$ cat src/rtl/sre_pkg.sv
package sre_pkg;

    localparam int NUM_ENC     = 7;
    localparam int NUM_TARGETS = 5;
    localparam int IDX_W       = $clog2(NUM_TARGETS);

    typedef struct packed {
        logic [1:0] op0;
        logic [2:0] op1;
        logic [3:0] crn;
        logic [3:0] crm;
        logic [2:0] op2;
    } enc_t;

    typedef enum logic [1:0] {
        K_L1    = 2'd0,
        K_L2    = 2'd1,
        K_ALIAS = 2'd2,
        K_L3    = 2'd3
    } kind_t;

    typedef struct packed {
        logic allow;
        logic undef;
        logic trap2;
        logic trap3;
    } verdict_t;

    typedef struct packed {
        logic             not_mine;
        verdict_t         v;
        logic [IDX_W-1:0] idx;
    } gate_out_t;

    // family: 0 = system control, 1 = translation control
    function automatic logic entry_fam(int i);
        return (i % 2) == 1;
    endfunction

    function automatic kind_t entry_kind(int i);
        case (i)
            0, 1:    return K_L1;
            2, 3:    return K_L2;
            4, 5:    return K_ALIAS;
            default: return K_L3;
        endcase
    endfunction

    function automatic enc_t entry_enc(int i);
        enc_t e;
        e.op0 = 2'd3;
        e.crm = 4'd0;
        e.op2 = 3'd3;
        e.crn = entry_fam(i) ? 4'd2 : 4'd1;
        case (entry_kind(i))
            K_L1:    e.op1 = 3'd0;
            K_L2:    e.op1 = 3'd4;
            K_ALIAS: e.op1 = 3'd5;
            default: e.op1 = 3'd6;
        endcase
        return e;
    endfunction

    // aliases resolve to the level-1 register of their family
    function automatic logic [IDX_W-1:0] entry_idx(int i);
        case (i)
            4:       return IDX_W'(0);
            5:       return IDX_W'(1);
            6:       return IDX_W'(4);
            default: return IDX_W'(i);
        endcase
    endfunction

endpackage

$ cat src/rtl/sre_decode.sv
module sre_decode
    import sre_pkg::*;
(
    input  enc_t             enc,
    output logic             hit,
    output kind_t            kind,
    output logic             fam,
    output logic [IDX_W-1:0] idx
);
    logic [NUM_ENC-1:0] match;

    for (genvar g = 0; g < NUM_ENC; g++) begin : g_match
        assign match[g] = (enc == entry_enc(g));
    end

    always_comb begin
        hit  = |match;
        kind = K_L1;
        fam  = 1'b0;
        idx  = '0;
        for (int i = 0; i < NUM_ENC; i++) begin
            if (match[i]) begin
                kind = entry_kind(i);
                fam  = entry_fam(i);
                idx  = entry_idx(i);
            end
        end
    end
endmodule

$ cat src/rtl/sre_policy.sv
module sre_policy
    import sre_pkg::*;
(
    input  logic       hit,
    input  kind_t      kind,
    input  logic       fam,
    input  logic       is_read,
    input  logic [1:0] pl,
    input  logic       has_sysctl_ext,
    input  logic       has_xlat_ext,
    input  logic       has_hyp_ext,
    input  logic       has_pl3,
    input  logic       pl2_active,
    input  logic       host_mode,
    input  logic       trap_vm_rd,
    input  logic       trap_vm_wr,
    input  logic       fg_trap_sysctl,
    input  logic       fg_trap_xlat,
    input  logic       sec_sysctl_en,
    input  logic       sec_xlat_en,
    input  logic       sec_hyp_ext_en,
    input  logic       hx_sysctl_en,
    input  logic       hx_xlat_en,
    output verdict_t   verdict
);
    logic feat_ok, sec_en, hx_en, fg_hit, coarse_hit;
    logic hx_effective, pl3_block;

    always_comb begin
        feat_ok      = fam ? has_xlat_ext   : has_sysctl_ext;
        sec_en       = fam ? sec_xlat_en    : sec_sysctl_en;
        hx_en        = fam ? hx_xlat_en     : hx_sysctl_en;
        fg_hit       = fam ? fg_trap_xlat   : fg_trap_sysctl;
        coarse_hit   = is_read ? trap_vm_rd : trap_vm_wr;
        hx_effective = has_hyp_ext && pl2_active && (!has_pl3 || sec_hyp_ext_en);
        pl3_block    = has_pl3 && !sec_en;
    end

    always_comb begin
        verdict = '0;
        if (hit) begin
            if (!feat_ok || pl == 2'd0) begin
                verdict.undef = 1'b1;
            end else begin
                unique case (kind)
                    K_L1: begin
                        if (pl == 2'd1) begin
                            if (pl2_active && (fg_hit || coarse_hit))
                                verdict.trap2 = 1'b1;
                            else if (pl2_active && (!hx_effective || !hx_en))
                                verdict.trap2 = 1'b1;
                            else if (pl3_block)
                                verdict.trap3 = 1'b1;
                            else
                                verdict.allow = 1'b1;
                        end else if (pl == 2'd2 && pl3_block) begin
                            verdict.trap3 = 1'b1;
                        end else begin
                            verdict.allow = 1'b1;
                        end
                    end
                    K_L2: begin
                        if (pl == 2'd1)
                            verdict.undef = 1'b1;
                        else if (pl == 2'd2 && pl3_block)
                            verdict.trap3 = 1'b1;
                        else
                            verdict.allow = 1'b1;
                    end
                    K_ALIAS: begin
                        if (pl == 2'd1)
                            verdict.undef = 1'b1;
                        else if (pl == 2'd2) begin
                            if (!host_mode)
                                verdict.undef = 1'b1;
                            else if (pl3_block)
                                verdict.trap3 = 1'b1;
                            else
                                verdict.allow = 1'b1;
                        end else if (pl2_active && host_mode)
                            verdict.allow = 1'b1;
                        else
                            verdict.undef = 1'b1;
                    end
                    default: begin
                        if (pl == 2'd3)
                            verdict.allow = 1'b1;
                        else
                            verdict.undef = 1'b1;
                    end
                endcase
            end
        end
    end
endmodule

$ cat src/rtl/sre_access_gate.sv
module sre_access_gate
    import sre_pkg::*;
(
    input  logic             clk,
    input  logic             rst_n,
    input  logic [1:0]       acc_op0,
    input  logic [2:0]       acc_op1,
    input  logic [3:0]       acc_crn,
    input  logic [3:0]       acc_crm,
    input  logic [2:0]       acc_op2,
    input  logic             acc_is_read,
    input  logic [1:0]       cur_pl,
    input  logic             has_sysctl_ext,
    input  logic             has_xlat_ext,
    input  logic             has_hyp_ext,
    input  logic             has_pl3,
    input  logic             pl2_active,
    input  logic             host_mode,
    input  logic             trap_vm_rd,
    input  logic             trap_vm_wr,
    input  logic             fg_trap_sysctl,
    input  logic             fg_trap_xlat,
    input  logic             sec_sysctl_en,
    input  logic             sec_xlat_en,
    input  logic             sec_hyp_ext_en,
    input  logic             hx_sysctl_en,
    input  logic             hx_xlat_en,
    output logic             not_mine,
    output logic             v_allow,
    output logic             v_undef,
    output logic             v_trap_pl2,
    output logic             v_trap_pl3,
    output logic [IDX_W-1:0] reg_idx
);
    enc_t             enc;
    logic             dec_hit;
    kind_t            dec_kind;
    logic             dec_fam;
    logic [IDX_W-1:0] dec_idx;
    verdict_t         pol_verdict;
    gate_out_t        out_d, out_q;

    assign enc = '{op0: acc_op0, op1: acc_op1, crn: acc_crn, crm: acc_crm, op2: acc_op2};

    sre_decode u_decode (
        .enc  (enc),
        .hit  (dec_hit),
        .kind (dec_kind),
        .fam  (dec_fam),
        .idx  (dec_idx)
    );

    sre_policy u_policy (
        .hit            (dec_hit),
        .kind           (dec_kind),
        .fam            (dec_fam),
        .is_read        (acc_is_read),
        .pl             (cur_pl),
        .has_sysctl_ext (has_sysctl_ext),
        .has_xlat_ext   (has_xlat_ext),
        .has_hyp_ext    (has_hyp_ext),
        .has_pl3        (has_pl3),
        .pl2_active     (pl2_active),
        .host_mode      (host_mode),
        .trap_vm_rd     (trap_vm_rd),
        .trap_vm_wr     (trap_vm_wr),
        .fg_trap_sysctl (fg_trap_sysctl),
        .fg_trap_xlat   (fg_trap_xlat),
        .sec_sysctl_en  (sec_sysctl_en),
        .sec_xlat_en    (sec_xlat_en),
        .sec_hyp_ext_en (sec_hyp_ext_en),
        .hx_sysctl_en   (hx_sysctl_en),
        .hx_xlat_en     (hx_xlat_en),
        .verdict        (pol_verdict)
    );

    always_comb begin
        out_d          = '0;
        out_d.not_mine = !dec_hit;
        out_d.v        = pol_verdict;
        out_d.idx      = dec_hit ? dec_idx : '0;
    end

    always_ff @(posedge clk or negedge rst_n) begin
        if (!rst_n) out_q <= '0;
        else        out_q <= out_d;
    end

    assign not_mine   = out_q.not_mine;
    assign v_allow    = out_q.v.allow;
    assign v_undef    = out_q.v.undef;
    assign v_trap_pl2 = out_q.v.trap2;
    assign v_trap_pl3 = out_q.v.trap3;
    assign reg_idx    = out_q.idx;
endmodule

$ cat config.mk
export PLATFORM = sky130hd
export DESIGN_NAME = sre_access_gate
export DESIGN_NICKNAME = d
export VERILOG_FILES = /design/src/rtl/sre_pkg.sv /design/src/rtl/sre_decode.sv /design/src/rtl/sre_policy.sv /design/src/rtl/sre_access_gate.sv
export SDC_FILE = /design/constraint.sdc
export NUM_CORES = 1
export LEC_CHECK = 0
export BUFFER_PORTS_ARGS = -buffer_cell sky130_fd_sc_hd__buf_2
export CAP_MARGIN = 20
export CORE_UTILIZATION = 39
export CTS_CLUSTER_SIZE = 16
export DETAILED_ROUTE_END_ITERATION = 7
export PLACE_DENSITY_LB_ADDON = 0.12
export SKIP_LAST_GASP = 1
export SLEW_MARGIN = 20
export SYNTH_ARGS = -nofsm -noshare
export SYNTH_HDL_FRONTEND = slang
export SYNTH_SLANG_ARGS = --single-unit
export TNS_END_PERCENT = 20
$ cat constraint.sdc
create_clock -name clk -period 1 [get_ports clk]
set_clock_uncertainty 0.2 [all_clocks]
set_input_delay 0.2 -clock clk [delete_from_list [all_inputs] [get_ports clk]]
set_output_delay 0.2 -clock clk [all_outputs]
set_load 0.1 [all_outputs]
==> run_results.csv <==
group,metric,value,unit
worst_setup_path,critPathKind,"in -> reg",
synth,synth_flop_cell,"dfrtp_1",
grt,grt_pass1_wl,3.06,mm
clock_tree,cts_buffers,3,
cells_and_area,area_growth,92.8,%
placement,dp_slack,-1.18,ns
drt,route.detailed.drc,0,
min_path,hold_class,"in -> reg",
timing,maxSlewHeadroom,0.753,
timing,timing.hold.ws,0.109,ns
drt,dr.first_iter.drc_count,15,
grt,grt_util_all_layers,0.223,
synth,synth-async-reset-ratio,1.00,
clock_tree,clk_path_buf_depth,2,
run_status,violations,"setup timing",
power_and_ir_drop,power_density,652,nW/µm²
power_and_ir_drop,max-vdd-ir-drop,0.000366,V
grt,grt_pass1_vias,771,
power_and_ir_drop,p_leak,0.579,nW
power_and_ir_drop,p_comb_frac,0.290,
timing,timing.final.crit_share,1.81,
worst_setup_path,end_kind,"register",
grt,antenna_found_initial,0,
run_status,status,"complete, but fails checks",
synth,ys_seq_area_frac,0.321,
synth,synthCells,75,
flow_run,max_cap_viol_count,0,
drt,dr.pass1.iters,4,
clock_tree,cts-htree-levels,1,
clock_tree,clockRootBuffer,"clkbuf_4",
worst_setup_path,start_kind,"primary input",
floorplanning,die_w,42.0,µm
drt,vias,830,
synth,synth-seq-cells,8,
power_and_ir_drop,sequentialPowerShare,0.413,
clock_tree,cts_tree,"done",
drt,drt_wl_total,1.85,mm
clock_tree,clkSlewWorstSetupHoldPaths,0.05,ns
placement,port_buffers,43,
drt,drtAntennaViolNets,0,
power_and_ir_drop,internal-power,0.587,mW
timing,min_period,1.81,ns
floorplanning,core_area,1510,µm²
timing,setup_viol,16,
timing,setup_ws,-0.810,ns
timing,slew_viol_final,0,
synth,ys.warnings.count,0,
timing,worstMarginPinSlew,0.369,ns
timing,fmax,0.552,GHz
floorplanning,die_h,42.0,µm
floorplanning,io_pins,44,
timing,rsz0062_at_grt,"yes",
floorplanning,row_count,14,
floorplanning,die_area,1760,µm²
synth,synth_edf_count,0,
synth,avgSynthCellArea,8.32,µm²
placement,hpwl,1.49,mm
clock_tree,clock-sinks,8,
timing,hold_viol,0,
synth,syn_nets,111,
power_and_ir_drop,p_sw,0.199,mW
placement,gp_congestion,0.832,
drt,wl_per_cell,11.9,µm
synth,synth_cell_types,31,
worst_setup_path,cp.arrival,1.74,ns
worst_setup_path,critPathMaxFanout,3,
power_and_ir_drop,swShare,0.253,
synth,syn_area,624,µm²
grt,grt_max_degree,9,
power_and_ir_drop,pwr-share-clk,0.297,
drt,vias_per_cell,5.32,
floorplanning,initial_utilization,0.414,
cells_and_area,nNetsFinal,178,
cells_and_area,drive_gt1_frac,0.543,
cells_and_area,antenna_cells,0,
worst_setup_path,cp.required,0.93,ns
grt,overflow,0,
## Yosys cell counts (2+ instances only)
cell type | instances | area share
mux2i_1 | 3 | 0.048
dfrtp_1 | 8 | 0.32
nor3b_1 | 3 | 0.036
a21oi_1 | 7 | 0.056
inv_1 | 2 | 0.012
nand2b_1 | 4 | 0.040
nand4_1 | 3 | 0.030
nor3_1 | 2 | 0.016
o21ai_0 | 6 | 0.048
and3_1 | 3 | 0.030
nor2_1 | 4 | 0.024
nand3_1 | 3 | 0.024
nand2_1 | 6 | 0.036
a31oi_1 | 2 | 0.020
nor2b_1 | 3 | 0.030
## worst paths after layout
check                           start          to  cells past startpoint
worst min-delay path        cur_pl[1]     v_allow                      3
max in group asynchronous       rst_n     v_allow                      2
min in group asynchronous       rst_n  v_trap_pl2                      2
worst max-delay path       acc_op2[2]  v_trap_pl3                      8
## cells in the final DEF, fill, tap and decap left out, types with 2 or more instances in the layout
master,synthesis,routed
a31oi_1,2,2
and3_1,3,2
nor2_1,4,4
nor3b_1,3,3
mux2i_1,3,2
o21ai_0,6,6
buf_2,0,33
nor2b_1,3,3
buf_12,0,8
buf_4,1,21
inv_1,2,2
dfrtp_1,8,8
nand3_1,3,3
a21oi_1,7,6
buf_6,1,2
nand2b_1,4,4
nand2_1,6,5
nand4_1,3,3
clkbuf_4,0,3
## sequential cells by signal (all words and copies together) (netlist names)
| name | cells |
|---|---|
| reg_idx | 3 |
| not_mine | 1 |
| v_allow | 1 |
| v_trap_pl2 | 1 |
| v_trap_pl3 | 1 |
| v_undef | 1 |
## cells by family (layout without fill, tap and decap cells)
family,after synthesis,count (layout),share of synthesized area
AND/OR/NAND/NOR,38,38,0.365
buffers and inverters,5,70,0.0481
AO/OA/AOI/OAI,19,19,0.182
flip-flops,8,8,0.321
XOR/XNOR,1,1,0.0140
multiplexers,4,4,0.0701
## critical path, stage by stage
cell,delay [ns]
buf_6,0.09
nor4_4,0.27
and4_1,0.24
and3_4,0.23
mux2i_2,0.26
nand2_2,0.10
a21oi_2,0.14
and4b_1,0.20
## cell type report
class / count / area (µm²)
Sequential cell: 8 / 200
Inverter: 2 / 7.51
Clock buffer: 3 / 22.5
Tap cell: 16 / 20.0
Timing Repair Buffer: 65 / 515
Multi-Input combinational cell: 62 / 438
Fill cell: 108 / 303
## per-stage QoR
step	cells	cell area (µm²)	power [mW]	setup TNS (ns)	utilization
3_3_place_gp	150	1120	0.529	-6.31	0.742
3_5_place_dp	150	1120	0.538	-6.55	0.742
4_1_cts	155	1180	0.780	-5.71	0.786
2_1_floorplan	75	642	0.399	-6.82	-
5_1_grt	156	1200	0.827	-6.79	0.799
6_report	156	1200	0.785	-5.76	0.799
## per-layer routing
layer	GRT usage	vias to the layer above	share of wire
met3	0.0388	6	0.030
met2	0.431	29	0.55
met4	0.0750	0	0.034
met1	0.242	385	0.38
met5	0	-	0
li1	-	410	-
## power by group through the flow
stage | Combinational (mW) | Clock [mW] | Sequential, mW
floorplan | 0.0688 | 0 | 0.330
global placement | 0.199 | 0 | 0.330
detailed placement | 0.208 | 0 | 0.330
CTS | 0.222 | 0.234 | 0.324
global route | 0.250 | 0.253 | 0.324
finish | 0.228 | 0.233 | 0.324
## timing repair
action                                 CTS  global route
cloned                                   0             0
pin swaps                                4             4
setup buffers                            1             1
gates resized for setup                  6             3
endpoints found under the hold margin    8             0
setup endpoints to repair               16            16
hold buffers                             1             0
No activity file was read; power rests on OpenSTA's default activity.
